$ cat src/rtl/i2c_mtx_pkg.sv
package i2c_mtx_pkg;

    localparam int DATA_W = 8;
    localparam int ADDR_W = 2;

    // register map
    typedef enum logic [ADDR_W-1:0] {
        RA_MODE = 2'd0,
        RA_BUS  = 2'd1,
        RA_STAT = 2'd2,
        RA_TXD  = 2'd3
    } reg_addr_e;

    // bit positions
    localparam int MODE_MST  = 7;
    localparam int MODE_TX   = 6;
    localparam int BUS_BUSY  = 7;
    localparam int BUS_GUARD = 6;
    localparam int ST_EMPTY  = 7;
    localparam int ST_END    = 6;
    localparam int ST_NACK   = 5;
    localparam int ST_STOP   = 4;

    typedef enum logic [3:0] {
        SQ_IDLE,
        SQ_START,
        SQ_HOLD,
        SQ_WAIT,
        SQ_BIT_LO,
        SQ_BIT_HI,
        SQ_ACK_LO,
        SQ_ACK_HI,
        SQ_STOP_LO,
        SQ_STOP_HI,
        SQ_STOP_REL
    } seq_state_e;

    typedef struct packed {
        logic empty;
        logic done;
        logic nack;
        logic stop;
    } flags_t;

    typedef struct packed {
        logic load;
        logic start_go;
        logic end_set;
        logic ack_stb;
        logic ack_val;
    } seq_evt_t;

    typedef struct packed {
        logic scl_low;
        logic sda_low;
    } line_drv_t;

    // wire drive for each sequencer state; data bit is the shift MSB
    function automatic line_drv_t drive_for(seq_state_e st, logic bit_val);
        line_drv_t d;
        case (st)
            SQ_START:    d = '{scl_low: 1'b0, sda_low: 1'b1};
            SQ_HOLD:     d = '{scl_low: 1'b1, sda_low: 1'b1};
            SQ_WAIT:     d = '{scl_low: 1'b1, sda_low: 1'b1};
            SQ_BIT_LO:   d = '{scl_low: 1'b1, sda_low: !bit_val};
            SQ_BIT_HI:   d = '{scl_low: 1'b0, sda_low: !bit_val};
            SQ_ACK_LO:   d = '{scl_low: 1'b1, sda_low: 1'b0};
            SQ_ACK_HI:   d = '{scl_low: 1'b0, sda_low: 1'b0};
            SQ_STOP_LO:  d = '{scl_low: 1'b1, sda_low: 1'b1};
            SQ_STOP_HI:  d = '{scl_low: 1'b0, sda_low: 1'b1};
            default:     d = '{scl_low: 1'b0, sda_low: 1'b0};
        endcase
        return d;
    endfunction

endpackage

$ cat src/rtl/i2c_mtx_busmon.sv
module i2c_mtx_busmon (
    input  logic clk,
    input  logic rst,
    input  logic scl_in,
    input  logic sda_in,
    output logic bus_busy,
    output logic stop_seen
);
    logic s_scl, s_sda, p_scl, p_sda;
    logic start_det, stop_det;

    always_ff @(posedge clk) begin
        if (rst) begin
            s_scl <= 1'b1;
            s_sda <= 1'b1;
            p_scl <= 1'b1;
            p_sda <= 1'b1;
        end else begin
            s_scl <= scl_in;
            s_sda <= sda_in;
            p_scl <= s_scl;
            p_sda <= s_sda;
        end
    end

    assign start_det = p_scl && s_scl && p_sda && !s_sda;
    assign stop_det  = p_scl && s_scl && !p_sda && s_sda;

    always_ff @(posedge clk) begin
        if (rst) begin
            bus_busy <= 1'b0;
        end else if (start_det) begin
            bus_busy <= 1'b1;
        end else if (stop_det) begin
            bus_busy <= 1'b0;
        end
    end

    assign stop_seen = stop_det;

    AST_BUSY_AFTER_START: assert property (@(posedge clk) disable iff (rst)
        start_det |=> bus_busy);
    AST_FREE_AFTER_STOP: assert property (@(posedge clk) disable iff (rst)
        stop_det |=> !bus_busy);

endmodule

$ cat src/rtl/i2c_mtx_seq.sv
module i2c_mtx_seq
    import i2c_mtx_pkg::*;
#(
    parameter int HALF_CYC = 8
) (
    input  logic              clk,
    input  logic              rst,
    input  logic              enable,
    input  logic              bus_busy,
    input  logic              start_req,
    input  logic              stop_req,
    input  logic              buf_full,
    input  logic [DATA_W-1:0] buf_data,
    input  logic              sda_in,
    output seq_evt_t          evt,
    output line_drv_t         drv
);
    localparam int CNT_W = $clog2(HALF_CYC + 1);
    localparam int IDX_W = $clog2(DATA_W);

    seq_state_e         st, nxt;
    logic [CNT_W-1:0]   cnt;
    logic [DATA_W-1:0]  sh;
    logic [IDX_W-1:0]   bit_idx;
    logic               stop_pend;
    logic               phase_end;

    assign phase_end = (cnt == CNT_W'(HALF_CYC - 1));

    always_comb begin
        nxt = st;
        evt = '0;
        case (st)
            SQ_IDLE: begin
                if (start_req && enable && !bus_busy) begin
                    nxt          = SQ_START;
                    evt.start_go = 1'b1;
                end
            end
            SQ_START:  if (phase_end) nxt = SQ_HOLD;
            SQ_HOLD:   if (phase_end) nxt = SQ_WAIT;
            SQ_WAIT: begin
                if (buf_full) begin
                    evt.load = 1'b1;
                    nxt      = SQ_BIT_LO;
                end else if (stop_pend) begin
                    nxt = SQ_STOP_LO;
                end
            end
            SQ_BIT_LO: if (phase_end) nxt = SQ_BIT_HI;
            SQ_BIT_HI: begin
                if (phase_end) nxt = (bit_idx == '0) ? SQ_ACK_LO : SQ_BIT_LO;
            end
            SQ_ACK_LO: if (phase_end) nxt = SQ_ACK_HI;
            SQ_ACK_HI: begin
                if (phase_end) begin
                    evt.ack_stb = 1'b1;
                    evt.ack_val = sda_in;
                    if (buf_full) begin
                        evt.load = 1'b1;
                        nxt      = SQ_BIT_LO;
                    end else begin
                        evt.end_set = 1'b1;
                        nxt         = SQ_WAIT;
                    end
                end
            end
            SQ_STOP_LO:  if (phase_end) nxt = SQ_STOP_HI;
            SQ_STOP_HI:  if (phase_end) nxt = SQ_STOP_REL;
            SQ_STOP_REL: if (phase_end) nxt = SQ_IDLE;
            default:     nxt = SQ_IDLE;
        endcase
    end

    always_ff @(posedge clk) begin
        if (rst) begin
            st        <= SQ_IDLE;
            cnt       <= '0;
            sh        <= '0;
            bit_idx   <= '0;
            stop_pend <= 1'b0;
        end else begin
            st  <= nxt;
            cnt <= (nxt != st) ? '0 : cnt + 1'b1;
            if (evt.load) begin
                sh      <= buf_data;
                bit_idx <= IDX_W'(DATA_W - 1);
            end else if (st == SQ_BIT_HI && phase_end) begin
                sh      <= {sh[DATA_W-2:0], 1'b0};
                bit_idx <= bit_idx - 1'b1;
            end
            if (st == SQ_IDLE) begin
                stop_pend <= 1'b0;
            end else if (stop_req) begin
                stop_pend <= 1'b1;
            end else if (nxt == SQ_STOP_LO) begin
                stop_pend <= 1'b0;
            end
        end
    end

    assign drv = drive_for(st, sh[DATA_W-1]);

    AST_SDA_STILL_IN_HIGH: assert property (@(posedge clk) disable iff (rst)
        (st == SQ_BIT_HI && $past(st) == SQ_BIT_HI) |-> $stable(drv.sda_low));

endmodule

$ cat src/rtl/i2c_mtx_regs.sv
module i2c_mtx_regs
    import i2c_mtx_pkg::*;
(
    input  logic              clk,
    input  logic              rst,
    input  logic              wr,
    input  logic [ADDR_W-1:0] addr,
    input  logic [DATA_W-1:0] wdata,
    input  seq_evt_t          evt,
    input  logic              stop_seen,
    input  logic              bus_busy,
    output logic [DATA_W-1:0] rdata,
    output logic              enable,
    output logic              start_req,
    output logic              stop_req,
    output logic              buf_full,
    output logic [DATA_W-1:0] buf_data
);
    logic   mst, tx;
    flags_t fl;
    logic   wr_mode, wr_bus, wr_stat, wr_txd;

    assign wr_mode = wr && (addr == RA_MODE);
    assign wr_bus  = wr && (addr == RA_BUS);
    assign wr_stat = wr && (addr == RA_STAT);
    assign wr_txd  = wr && (addr == RA_TXD);

    assign start_req = wr_bus && !wdata[BUS_GUARD] && wdata[BUS_BUSY];
    assign stop_req  = wr_bus && !wdata[BUS_GUARD] && !wdata[BUS_BUSY];
    assign enable    = mst && tx;

    always_ff @(posedge clk) begin
        if (rst) begin
            mst      <= 1'b0;
            tx       <= 1'b0;
            buf_full <= 1'b0;
            buf_data <= '0;
            fl       <= '{empty: 1'b1, done: 1'b0, nack: 1'b0, stop: 1'b0};
        end else begin
            if (wr_mode) begin
                mst <= wdata[MODE_MST];
                tx  <= wdata[MODE_TX];
            end
            // a host write outranks the shift register taking the buffer
            if (wr_txd) begin
                buf_data <= wdata;
                buf_full <= 1'b1;
            end else if (evt.load) begin
                buf_full <= 1'b0;
            end
            if (wr_txd) begin
                fl.empty <= 1'b0;
            end else if (evt.load || (evt.start_go && !buf_full)) begin
                fl.empty <= 1'b1;
            end else if (wr_stat && wdata[ST_EMPTY]) begin
                fl.empty <= 1'b0;
            end
            if (wr_txd) begin
                fl.done <= 1'b0;
            end else if (evt.end_set) begin
                fl.done <= 1'b1;
            end else if (wr_stat && wdata[ST_END]) begin
                fl.done <= 1'b0;
            end
            if (evt.ack_stb) begin
                fl.nack <= evt.ack_val;
            end
            if (stop_seen) begin
                fl.stop <= 1'b1;
            end else if (wr_stat && wdata[ST_STOP]) begin
                fl.stop <= 1'b0;
            end
        end
    end

    always_comb begin
        rdata = '0;
        case (reg_addr_e'(addr))
            RA_MODE: begin
                rdata[MODE_MST] = mst;
                rdata[MODE_TX]  = tx;
            end
            RA_BUS:  rdata[BUS_BUSY] = bus_busy;
            RA_STAT: begin
                rdata[ST_EMPTY] = fl.empty;
                rdata[ST_END]   = fl.done;
                rdata[ST_NACK]  = fl.nack;
                rdata[ST_STOP]  = fl.stop;
            end
            default: rdata = buf_data;
        endcase
    end

    AST_EMPTY_VS_BUFFER: assert property (@(posedge clk) disable iff (rst)
        buf_full |-> !fl.empty);
    AST_END_ONLY_WHEN_EMPTY: assert property (@(posedge clk) disable iff (rst)
        fl.done |-> !buf_full);
    AST_NACK_HELD: assert property (@(posedge clk) disable iff (rst)
        !evt.ack_stb |=> $stable(fl.nack));
    AST_WRITE_WINS_END: assert property (@(posedge clk) disable iff (rst)
        wr_txd |=> !fl.done);

endmodule

$ cat src/rtl/i2c_mtx_ctrl.sv
module i2c_mtx_ctrl
    import i2c_mtx_pkg::*;
#(
    parameter int HALF_CYC = 8
) (
    input  logic              clk,
    input  logic              rst,
    input  logic              reg_wr,
    input  logic [ADDR_W-1:0] reg_addr,
    input  logic [DATA_W-1:0] reg_wdata,
    output logic [DATA_W-1:0] reg_rdata,
    input  logic              scl_in,
    input  logic              sda_in,
    output logic              scl_drive_low,
    output logic              sda_drive_low
);
    seq_evt_t          evt;
    line_drv_t         drv;
    logic              bus_busy, stop_seen;
    logic              enable, start_req, stop_req, buf_full;
    logic [DATA_W-1:0] buf_data;

    i2c_mtx_busmon u_mon (
        .clk       (clk),
        .rst       (rst),
        .scl_in    (scl_in),
        .sda_in    (sda_in),
        .bus_busy  (bus_busy),
        .stop_seen (stop_seen)
    );

    i2c_mtx_regs u_regs (
        .clk       (clk),
        .rst       (rst),
        .wr        (reg_wr),
        .addr      (reg_addr),
        .wdata     (reg_wdata),
        .evt       (evt),
        .stop_seen (stop_seen),
        .bus_busy  (bus_busy),
        .rdata     (reg_rdata),
        .enable    (enable),
        .start_req (start_req),
        .stop_req  (stop_req),
        .buf_full  (buf_full),
        .buf_data  (buf_data)
    );

    i2c_mtx_seq #(.HALF_CYC(HALF_CYC)) u_seq (
        .clk       (clk),
        .rst       (rst),
        .enable    (enable),
        .bus_busy  (bus_busy),
        .start_req (start_req),
        .stop_req  (stop_req),
        .buf_full  (buf_full),
        .buf_data  (buf_data),
        .sda_in    (sda_in),
        .evt       (evt),
        .drv       (drv)
    );

    assign scl_drive_low = drv.scl_low;
    assign sda_drive_low = drv.sda_low;

endmodule

$ cat config.mk
export PLATFORM = sky130hd
export DESIGN_NAME = i2c_mtx_ctrl
export DESIGN_NICKNAME = d
export VERILOG_FILES = /design/src/rtl/i2c_mtx_pkg.sv /design/src/rtl/i2c_mtx_busmon.sv /design/src/rtl/i2c_mtx_seq.sv /design/src/rtl/i2c_mtx_regs.sv /design/src/rtl/i2c_mtx_ctrl.sv
export SDC_FILE = /design/constraint.sdc
export NUM_CORES = 1
export LEC_CHECK = 0
export BUFFER_PORTS_ARGS = -buffer_cell sky130_fd_sc_hd__clkbuf_2
export CAP_MARGIN = 20
export CORE_MARGIN = 1.5
export CORE_UTILIZATION = 58
export DETAILED_ROUTE_END_ITERATION = 10
export GPL_TIMING_DRIVEN = 0
export PLACE_DENSITY = 0.79
export SYNTH_ARGS = -nofsm -noshare
export SYNTH_HDL_FRONTEND = slang
export SYNTH_HIERARCHICAL = 1
export SYNTH_SLANG_ARGS = --single-unit
$ cat constraint.sdc
create_clock -name clk -period 2.1 [get_ports clk]
set_input_delay 0.42 -clock clk [delete_from_list [all_inputs] [get_ports clk]]
set_output_delay 0.42 -clock clk [all_outputs]
set_load 0.02 [all_outputs]
==> results of run 1 <==
-- timing repair --
action | in CTS | in global routing
setup buffers | 0 | 0
endpoints found under the setup margin | 0 | 2
gates resized for setup | 0 | 3
-- cell families after synthesis --
kind of cell / count (synthesis)
XOR/XNOR: 4
AND/OR/NAND/NOR: 99
flip-flops: 40
buffers and inverters: 21
multiplexers: 15
adder cells (fa/ha/maj): 3
AO/OA/AOI/OAI: 54
-- layer usage --
metal  part of all wire (%)  routed length [um]
met5                      0                   0
met4                   0.40                  18
met3                    3.9                 175
met2                     49                2200
met1                     47                2080
-- state kept, by name (all words and copies together), names as in the netlist --
signal and flops:
u_seq/sh 8, u_mon/bus_busy 1, u_mon/s_scl 1, u_seq/st 4
u_mon/p_scl 1, u_regs/buf_data 8, u_seq/stop_pend 1, u_mon/s_sda 1
u_seq/bit_idx 3, u_seq/cnt 4, u_regs/mst 1, u_regs/buf_full 1
u_regs/tx 1, u_regs/fl 4, u_mon/p_sda 1
-- how the worst max path moves through the flow --
stage                      startpoint       endpoint
after global routing      u_seq/st[3]  scl_drive_low
final                     u_seq/st[3]  scl_drive_low
after global placement    reg_addr[0]   u_seq/cnt[2]
after floorplan           reg_addr[0]   u_seq/cnt[0]
after detailed placement  reg_addr[0]   u_seq/cnt[3]
after CTS                 u_seq/st[3]  scl_drive_low
-- through the flow --
stage | worst slack (ns) | hold WS [ns] | power (W) | area [sq um] | util, %
finish | 0.0755 | 0.320 | 0.00145 | 2420 | 70.2
detailed placement | 0.186 | 0.437 | 0.000931 | 2320 | 67.4
floorplan | 0.308 | 0.416 | 0.000890 | 2150 | -
global route | 0.0139 | 0.325 | 0.00151 | 2420 | 70.2
global placement | 0.224 | 0.437 | 0.000928 | 2320 | 67.4
CTS | 0.0575 | 0.318 | 0.00146 | 2420 | 70.2
-- cell usage in the layout (no fill, tap or decap), types with 2 or more instances in the layout --
| cell | n |
|---|---|
| sky130_fd_sc_hd__clkbuf_8 | 6 |
| sky130_fd_sc_hd__inv_2 | 2 |
| sky130_fd_sc_hd__buf_2 | 2 |
| sky130_fd_sc_hd__buf_6 | 5 |
| sky130_fd_sc_hd__a31oi_1 | 3 |
| sky130_fd_sc_hd__nor3_4 | 2 |
| sky130_fd_sc_hd__ha_1 | 3 |
| sky130_fd_sc_hd__and3_1 | 6 |
| sky130_fd_sc_hd__o21bai_1 | 2 |
| sky130_fd_sc_hd__clkbuf_2 | 23 |
| sky130_fd_sc_hd__nor4_1 | 2 |
| sky130_fd_sc_hd__a211oi_1 | 3 |
| sky130_fd_sc_hd__o21ai_0 | 5 |
| sky130_fd_sc_hd__a211oi_2 | 5 |
| sky130_fd_sc_hd__xnor2_1 | 2 |
| sky130_fd_sc_hd__clkinvlp_4 | 2 |
| sky130_fd_sc_hd__mux2i_1 | 13 |
| sky130_fd_sc_hd__a22oi_1 | 2 |
| sky130_fd_sc_hd__nand3_1 | 6 |
| sky130_fd_sc_hd__a21oi_1 | 22 |
| sky130_fd_sc_hd__or2_1 | 3 |
| sky130_fd_sc_hd__inv_1 | 4 |
| sky130_fd_sc_hd__nor2_1 | 22 |
| sky130_fd_sc_hd__dfxtp_1 | 40 |
| sky130_fd_sc_hd__nand4b_1 | 4 |
| sky130_fd_sc_hd__nor2b_1 | 3 |
| sky130_fd_sc_hd__nand3b_1 | 2 |
| sky130_fd_sc_hd__xor2_1 | 2 |
| sky130_fd_sc_hd__clkbuf_1 | 2 |
| sky130_fd_sc_hd__nand2_1 | 25 |
| sky130_fd_sc_hd__nand2b_1 | 3 |
| sky130_fd_sc_hd__nor3_1 | 6 |
| sky130_fd_sc_hd__buf_4 | 3 |
| sky130_fd_sc_hd__and2_1 | 2 |
| sky130_fd_sc_hd__o21ai_2 | 2 |
-- cell type report --
class / count / area (sq um) / share of cell area, %
Sequential cell: 40 / 801 / 33.1
Timing Repair Buffer: 22 / 110 / 4.55
Buffer: 14 / 105 / 4.35
Clock inverter: 2 / 15.0 / 0.621
Multi-Input combinational cell: 175 / 1220 / 50.6
Inverter: 6 / 22.5 / 0.932
Tap cell: 46 / 57.6 / 2.38
Clock buffer: 6 / 82.6 / 3.42
-- power by group --
part           total (W)  internal, W  switching (W)
Combinational   0.000117    0.0000531      0.0000641
Sequential      0.000796     0.000778      0.0000180
Clock           0.000532     0.000266       0.000266
-- critical path, delay by kind of cell, from the launching register on --
| kind | cells | cell delay (ns) |
|---|---|---|
| buffers and inverters | 2 | 0.35 |
| AO/OA/AOI/OAI | 2 | 0.35 |
| flip-flops | 1 | 0.32 |
| AND/OR/NAND/NOR | 1 | 0.31 |
==> results.md, run 1 <==
Run status:
- The run finished with clean final reports.

Detailed routing:
- The first routing iteration left about 150 violations.
- After detailed routing, the average wire length per cell comes to 14.4 um.
- The first-pass iteration count of the detailed router is 5.
- After detailed routing, the number of remaining DRC violations is 0.
- The routed layout has 1778 vias.
- The via-per-instance ratio is 5.72.
- The wire length after detailed routing is between 4000 and 5000 um.
- The count of antenna-violating nets left after detailed routing is 0.

Floorplan:
- The area of the die is about 4000 sq um.
- The count of boundary I/O pins is 25.
- The vertical extent of the die is about 64 um.
- For this configuration, the core starts out at a cell density of 62.5%.
- The core region area is 3440 sq um.
- The initialized floorplan defines 21 standard-cell rows.
- The die is about 64 um wide.

Synthesis:
- sky130_fd_sc_hd__dfxtp_1 is the most common cell in the netlist.
- By count the netlist is led by sky130_fd_sc_hd__dfxtp_1 (40), sky130_fd_sc_hd__nand2_1 (25), sky130_fd_sc_hd__nor2_1 (23).
- Of all flip-flops after synthesis, the portion carrying an async set or reset was 0%.
- Counting every net in the synthesized netlist gives 254.
- The biggest area contributor in the post-synthesis netlist is sky130_fd_sc_hd__dfxtp_1.
- Summing every instance area after synthesis gives 2150 sq um.
- The area share of the largest cell type after synthesis is 37.2%.
- For this run, the number of Yosys warnings is 6.
- By area, the combinational part of the netlist is dominated by simple AND/OR/NAND/NOR gates.
- In this run, distinct cell masters in the synthesized netlist total between 50 and 60.
- The post-synthesis share of cell area spent on and, or, nand and nor gates is 28.0%.
- The synthesized-area fraction occupied by ao, oa, aoi and oai cells is approximately 18%.
- The per-instance average area after synthesis is approximately 9.1 sq um.
- Synthesis produced 236 cells.
- The number of enable-type register cells in the synthesized netlist is 0.
- The primary flip-flop cell chosen by synthesis mapping is sky130_fd_sc_hd__dfxtp_1.
- The proportion of synthesized area in mux cells is 7.79%.
- The sequential cell area fraction in the yosys report is 37.2%.
- The xor-xnor portion of the synthesized cell area is 1.63%.
- The synthesized design contains 40 register bits.
- Sorting the synthesized cells by area gives the leading types as sky130_fd_sc_hd__dfxtp_1 (37%), sky130_fd_sc_hd__mux2i_1 (6.0%), sky130_fd_sc_hd__a21oi_1 (5.1%).
- The fraction of the mapped netlist area in adder cells is 1.74%.

Critical path:
- STA classifies the critical path startpoint as a flip-flop.
- The required arrival time at the worst endpoint is 1.68 ns.
- The arrival time of data at the critical path endpoint is 1.60 ns.
- The cell depth of the worst flop-to-flop path is 6.
- Traced cell by cell, the critical path runs through buf_4 > nand2b_1 > a21oi_1 > a31o_2 > clkbuf_2.
- On the critical path, the stage with the largest delay is an instance of sky130_fd_sc_hd__dfxtp_1.
- The critical path start-end classification is reg -> out.
- In this design, the stage delay of the slowest critical-path cell is 0.32 ns.
- Of all nets on the critical path, the largest fanout is 17.
- The internal reg-to-reg setup slack is 0.20 ns.
- The endpoint of the worst register-to-register path is u_seq/sh[3].
- The kind of end point of the critical path is an output pin.
- The launch point of the worst reg-to-reg path is u_seq/cnt[0].

STA:
- The final count of hold timing violations came to 0.
- The worst pin sits at a relative slew slack of 66.5%.
- Summed over all failing endpoints, the final setup total negative slack is 0 ns.
- The period utilization is between 90% and 100%.
- Setup repair after global routing left no endpoint under its margin.
- The time the worst path needs with I/O delays and setup is 2.02 ns.
- The final setup skew is about 0.0066 ns.
- At the pin with the least slew margin, the transition time is between 0.5 and 0.6 ns.
- Setup violations remaining at the end of the flow were counted as 0.
- The max-slew violation count came to 0.
- The fmax is 494 MHz.

Layout:
- The number of standard cells in the layout, taps in and fillers out is 311.
- Fill cells in the final layout number 270.
- In the final design database the tool counted 282 nets.
- In the final layout, the share of cells above drive strength 1 is 25.3%.
- The area growth from synthesis to layout is 12.3%.
- The repair_antennas step left the layout with diodes totalling 0.

Global route:
- The global-route wire length before repair is 7620 um.
- The aggregate global-route resource usage is 23.5%.
- In this run the most used layer during global routing was met2.
- The number of antenna violations at the first check in global routing is 0.
- The met2 track demand over resource is 40.5%.
- The largest net degree at the start of global routing is 14.
- After global routing the overflow that remains totals 0.
- The via count of the first global-routing pass is 1705.
- The met1 demand-to-capacity share in global routing is between 20% and 30%.
- Global routing consumed, on the met3 layer, roughly 3.7% of the routing resources.

Power:
- The total power density per cell area is around 600 nW/um^2.
- The total leakage power is between 0.9 and 1 nW.
- The worst vdd rail ir drop is about 0.42 mV.

Place:
- After legalization and detailed placement, the total HPWL measured 3300 um.
- In this run, placement finished with an instance count of a little over 300.
- The count of port buffers added during placement is 22.
- The global placer's final weighted congestion is 0.932.

Hold path:
- In this run the worst hold path is classified as in -> reg.
- Counting instances, the worst hold path has a depth of 2.
- The endpoint of the worst hold-timing path is u_mon/s_sda.
- The worst hold path begins at sda_in.

CTS:
- The count of hold buffers inserted by post-cts repair is 0.
- The TritonCTS clock tree is done.
- Clock-pin slew was measured on the worst setup and hold paths at 0.08 ns.
- The longest clock path from root to sink contains 2 buffers.
- The tree built by TritonCTS fans out to 40 sinks.
- The clock latency on the worst-skew pair is a little under 0.3 ns.
- TritonCTS created 5 clock buffers.
- In this run the number of H-tree levels came out at 2.
- The CTS root buffer is sky130_fd_sc_hd__clkbuf_8.

Flow run:
- The tool flagged a number of max-cap violations equal to 0.
No activity file was read; power rests on OpenSTA's default activity.
==> run 2, diff against run 1 <==
==> constraint.sdc (replaced) <==
create_clock -name clk -period 2.1 [get_ports clk]
set_input_delay 0.315 -clock clk [delete_from_list [all_inputs] [get_ports clk]]
set_output_delay 0.315 -clock clk [all_outputs]
set_load 0.02 [all_outputs]
==> run 2 against run 1 <==
Clock power about the same. Critical endpoint unchanged. Critical path type unchanged. Non-clock buffer count is 1 higher. Highest routed layer unchanged. Flip-flop and latch count is the same.
==> results.md, run 2 (same netlist as run 1, synthesis figures left out) <==
STA:
- The final count of hold timing violations is 0 (unchanged).
- Setup repair after global routing left no endpoint under its margin.
- The period utilization is 94.0% (-2.4 points).
- The post-route setup TNS is 0 ns (unchanged).
- The max-slew violation count is 0 (unchanged).
- The number of failing setup endpoints in the final timing report was 0 (unchanged).
- The time the worst path needs with I/O delays and setup was 1.97 ns (-0.0514 ns).
- The final setup skew came to 0.00523 ns (-0.00134 ns).
- The relative slew slack is 66.5% (about the same).
- The fmax is 507 MHz (+2.6%).
- The slew at the pin with the worst max-slew slack is 0.503 ns (-0.000224 ns).

Detailed routing:
- The via count is 1768 (-0.56%).
- The first-pass iteration count of the detailed router is 4 (-1).
- The DRC marker count from the first detailed-route iteration is 146 (-2.0%).
- The count of antenna-violating nets left after detailed routing is 0 (unchanged).
- The final routed wire length divided by cell count is 14.3 um (-0.63%).
- The post-detailed-route DRC marker count is 0 (unchanged).
- The via-per-instance ratio is 5.67 (-0.88%).
- The wire length after detailed routing is 4460 um (-0.31%).

Place:
- The final HPWL from detailed placement is 3300 um (unchanged).
- The count of port buffers added during placement came to 22 (unchanged).
- The global placer's final weighted congestion is 0.932 (unchanged).

Layout:
- The layout overhead on the synthesized area is 12.3% (unchanged).
- The diode insertion count for antenna repair is 0 (unchanged).
- The largest registers in the layout are u_regs/buf_data (8), u_seq/sh (8).
- The number of nets at the end of the flow is 283 (+0.35%).
- The ratio of cells with drive above 1 in the final layout was 24.4% (-0.85 points).
- The commonest non-fill, non-tap cell in the layout is sky130_fd_sc_hd__dfxtp_1.
- In the layout the commonest cells are sky130_fd_sc_hd__dfxtp_1 (40), sky130_fd_sc_hd__nand2_1 (25), sky130_fd_sc_hd__nor2_1 (23), sky130_fd_sc_hd__clkbuf_2 (22), sky130_fd_sc_hd__a21oi_1 (22).

Floorplan:
- The count of boundary I/O pins is 25 (unchanged).
- The standard-cell row count is 21 (unchanged).
- The vertical extent of the die is 63.9 um (unchanged).
- The area of the die is 4090 sq um (unchanged).
- The horizontal extent of the die is 63.9 um (unchanged).
- The initial core utilization is 62.5% (unchanged).
- The core region area is 3440 sq um (unchanged).

Critical path:
- The internal reg-to-reg setup slack was 0.22 ns (+0.02 ns).
- The endpoint of the worst register-to-register path is u_seq/sh[3].
- The arrival time of data at the critical path endpoint is 1.66 ns (+0.06 ns).
- The maximum fanout along the worst path is 10 (-7).
- The critical path start-end classification is reg -> out.
- The kind of end point of the critical path is an output pin.
- The startpoint identified for the worst register-to-register timing path is u_seq/cnt[0].
- The cell depth of the worst flop-to-flop path is 6 (unchanged).
- The startpoint class of the critical path is a flip-flop.
- The required arrival time at the worst endpoint is 1.78 ns (+0.10 ns).

Power:
- The post-route total power is 0.00145 W (+0.16%).
- The total leakage power is 0.976 nW (-0.33%).
- The worst vdd rail ir drop is 0.425 mV (+0.19%).
- The total power density per cell area is 599 nW/um^2 (+0.16%).

Global route:
- The largest net degree at the start of global routing is 14 (unchanged).
- The number of antenna violations at the first check in global routing is 0 (unchanged).
- The global route total overflow is 0 (unchanged).
- The global-route wire length before repair is 7620 um (unchanged).
- The via count of the first global-routing pass is 1705 (unchanged).
- The aggregate global-route resource usage is 23.5% (unchanged).

CTS:
- The tree is rooted in a sky130_fd_sc_hd__clkbuf_8.
- The number of H-tree branching levels is 2 (unchanged).
- The clock latency on the worst-skew pair is 0.29 ns (about the same).
- The CTS sink count is 40 (unchanged).
- TritonCTS built the clock tree.
- The number of clock buffers inserted by TritonCTS is 5 (unchanged).
- The maximum clock path buffer count was 2 (unchanged).
- The number of instances resized during post-cts repair came to 0 (unchanged).
- The number of buffers added for setup after CTS is 0 (unchanged).
- The clock-pin slew of the registers on the worst-case setup and hold paths came to 0.08 ns (about the same).
- The count of hold buffers inserted by post-cts repair is 0 (unchanged).

Hold path:
- The startpoint identified for the worst hold timing path is sda_in.
- The count of cells along the worst hold path is 2 (unchanged).
- The classification of the worst-slack hold path is in -> reg.
- For hold timing, the worst endpoint is u_mon/s_sda.

Flow run:
- The max-cap check violation count is 0 (unchanged).

Run status:
- The run finished with clean final reports.
[run 2: critical path, cell delays in order, from the launching register on]
cell and delay (ns):
sky130_fd_sc_hd__dfxtp_1 0.35, sky130_fd_sc_hd__buf_2 0.19, sky130_fd_sc_hd__nor2_1 0.29, sky130_fd_sc_hd__nand2_1 0.10, sky130_fd_sc_hd__a21oi_1 0.17, sky130_fd_sc_hd__a31o_2 0.12
sky130_fd_sc_hd__clkbuf_2 0.16
[run 2: how the worst max path moves through the flow]
stage / cells after the start / end / slack (ns) / from
global route: 6 / scl_drive_low / 0.04 / u_seq/st[3]
detailed placement: 6 / u_seq/sh[3] / 0.24 / u_seq/cnt[0]
finish: 6 / scl_drive_low / 0.13 / u_seq/st[2]
CTS: 6 / scl_drive_low / 0.16 / u_seq/st[3]
floorplan: 8 / u_seq/cnt[0] / 0.41 / reg_addr[0]
global placement: 6 / u_seq/sh[3] / 0.27 / u_seq/cnt[0]
[run 2: through the flow]
stage               cell area [sq um]  hold WS (ns)  instances  util [%]  worst slack, ns
floorplan                        2150         0.377        236         -            0.413
global placement                 2320         0.437        304      67.4            0.269
detailed placement               2320         0.437        304      67.4            0.239
CTS                              2420         0.213        312      70.2            0.163
global route                     2420         0.220        312      70.2           0.0350
finish                           2420         0.213        312      70.2            0.127
[run 2: layout make-up]
| class | instances | area [sq um] |
|---|---|---|
| clock buffers | 6 | 82.6 |
| well taps | 46 | 57.6 |
| plain buffers | 15 | 108 |
| inverters | 6 | 22.5 |
| clock inverters | 2 | 15.0 |
| flip-flops and latches | 40 | 801 |
| fillers | 270 | 1020 |
| multi-input cells | 175 | 1220 |
| repair buffers | 22 | 110 |
[run 2: report_power, final]
group	internal (W)	total [W]	switching (W)
logic	0.0000531	0.000117	0.0000638
registers	0.000778	0.000796	0.0000183
clock network	0.000266	0.000534	0.000269
total	0.00110	0.00145	0.000351
[run 2: routing by layer]
layer | global-route usage [%] | wire length (um)
met1 | 29.9 | 2020
met2 | 40.5 | 2180
met3 | 3.70 | 224
met4 | 7.88 | 40
met5 | 0 | 0
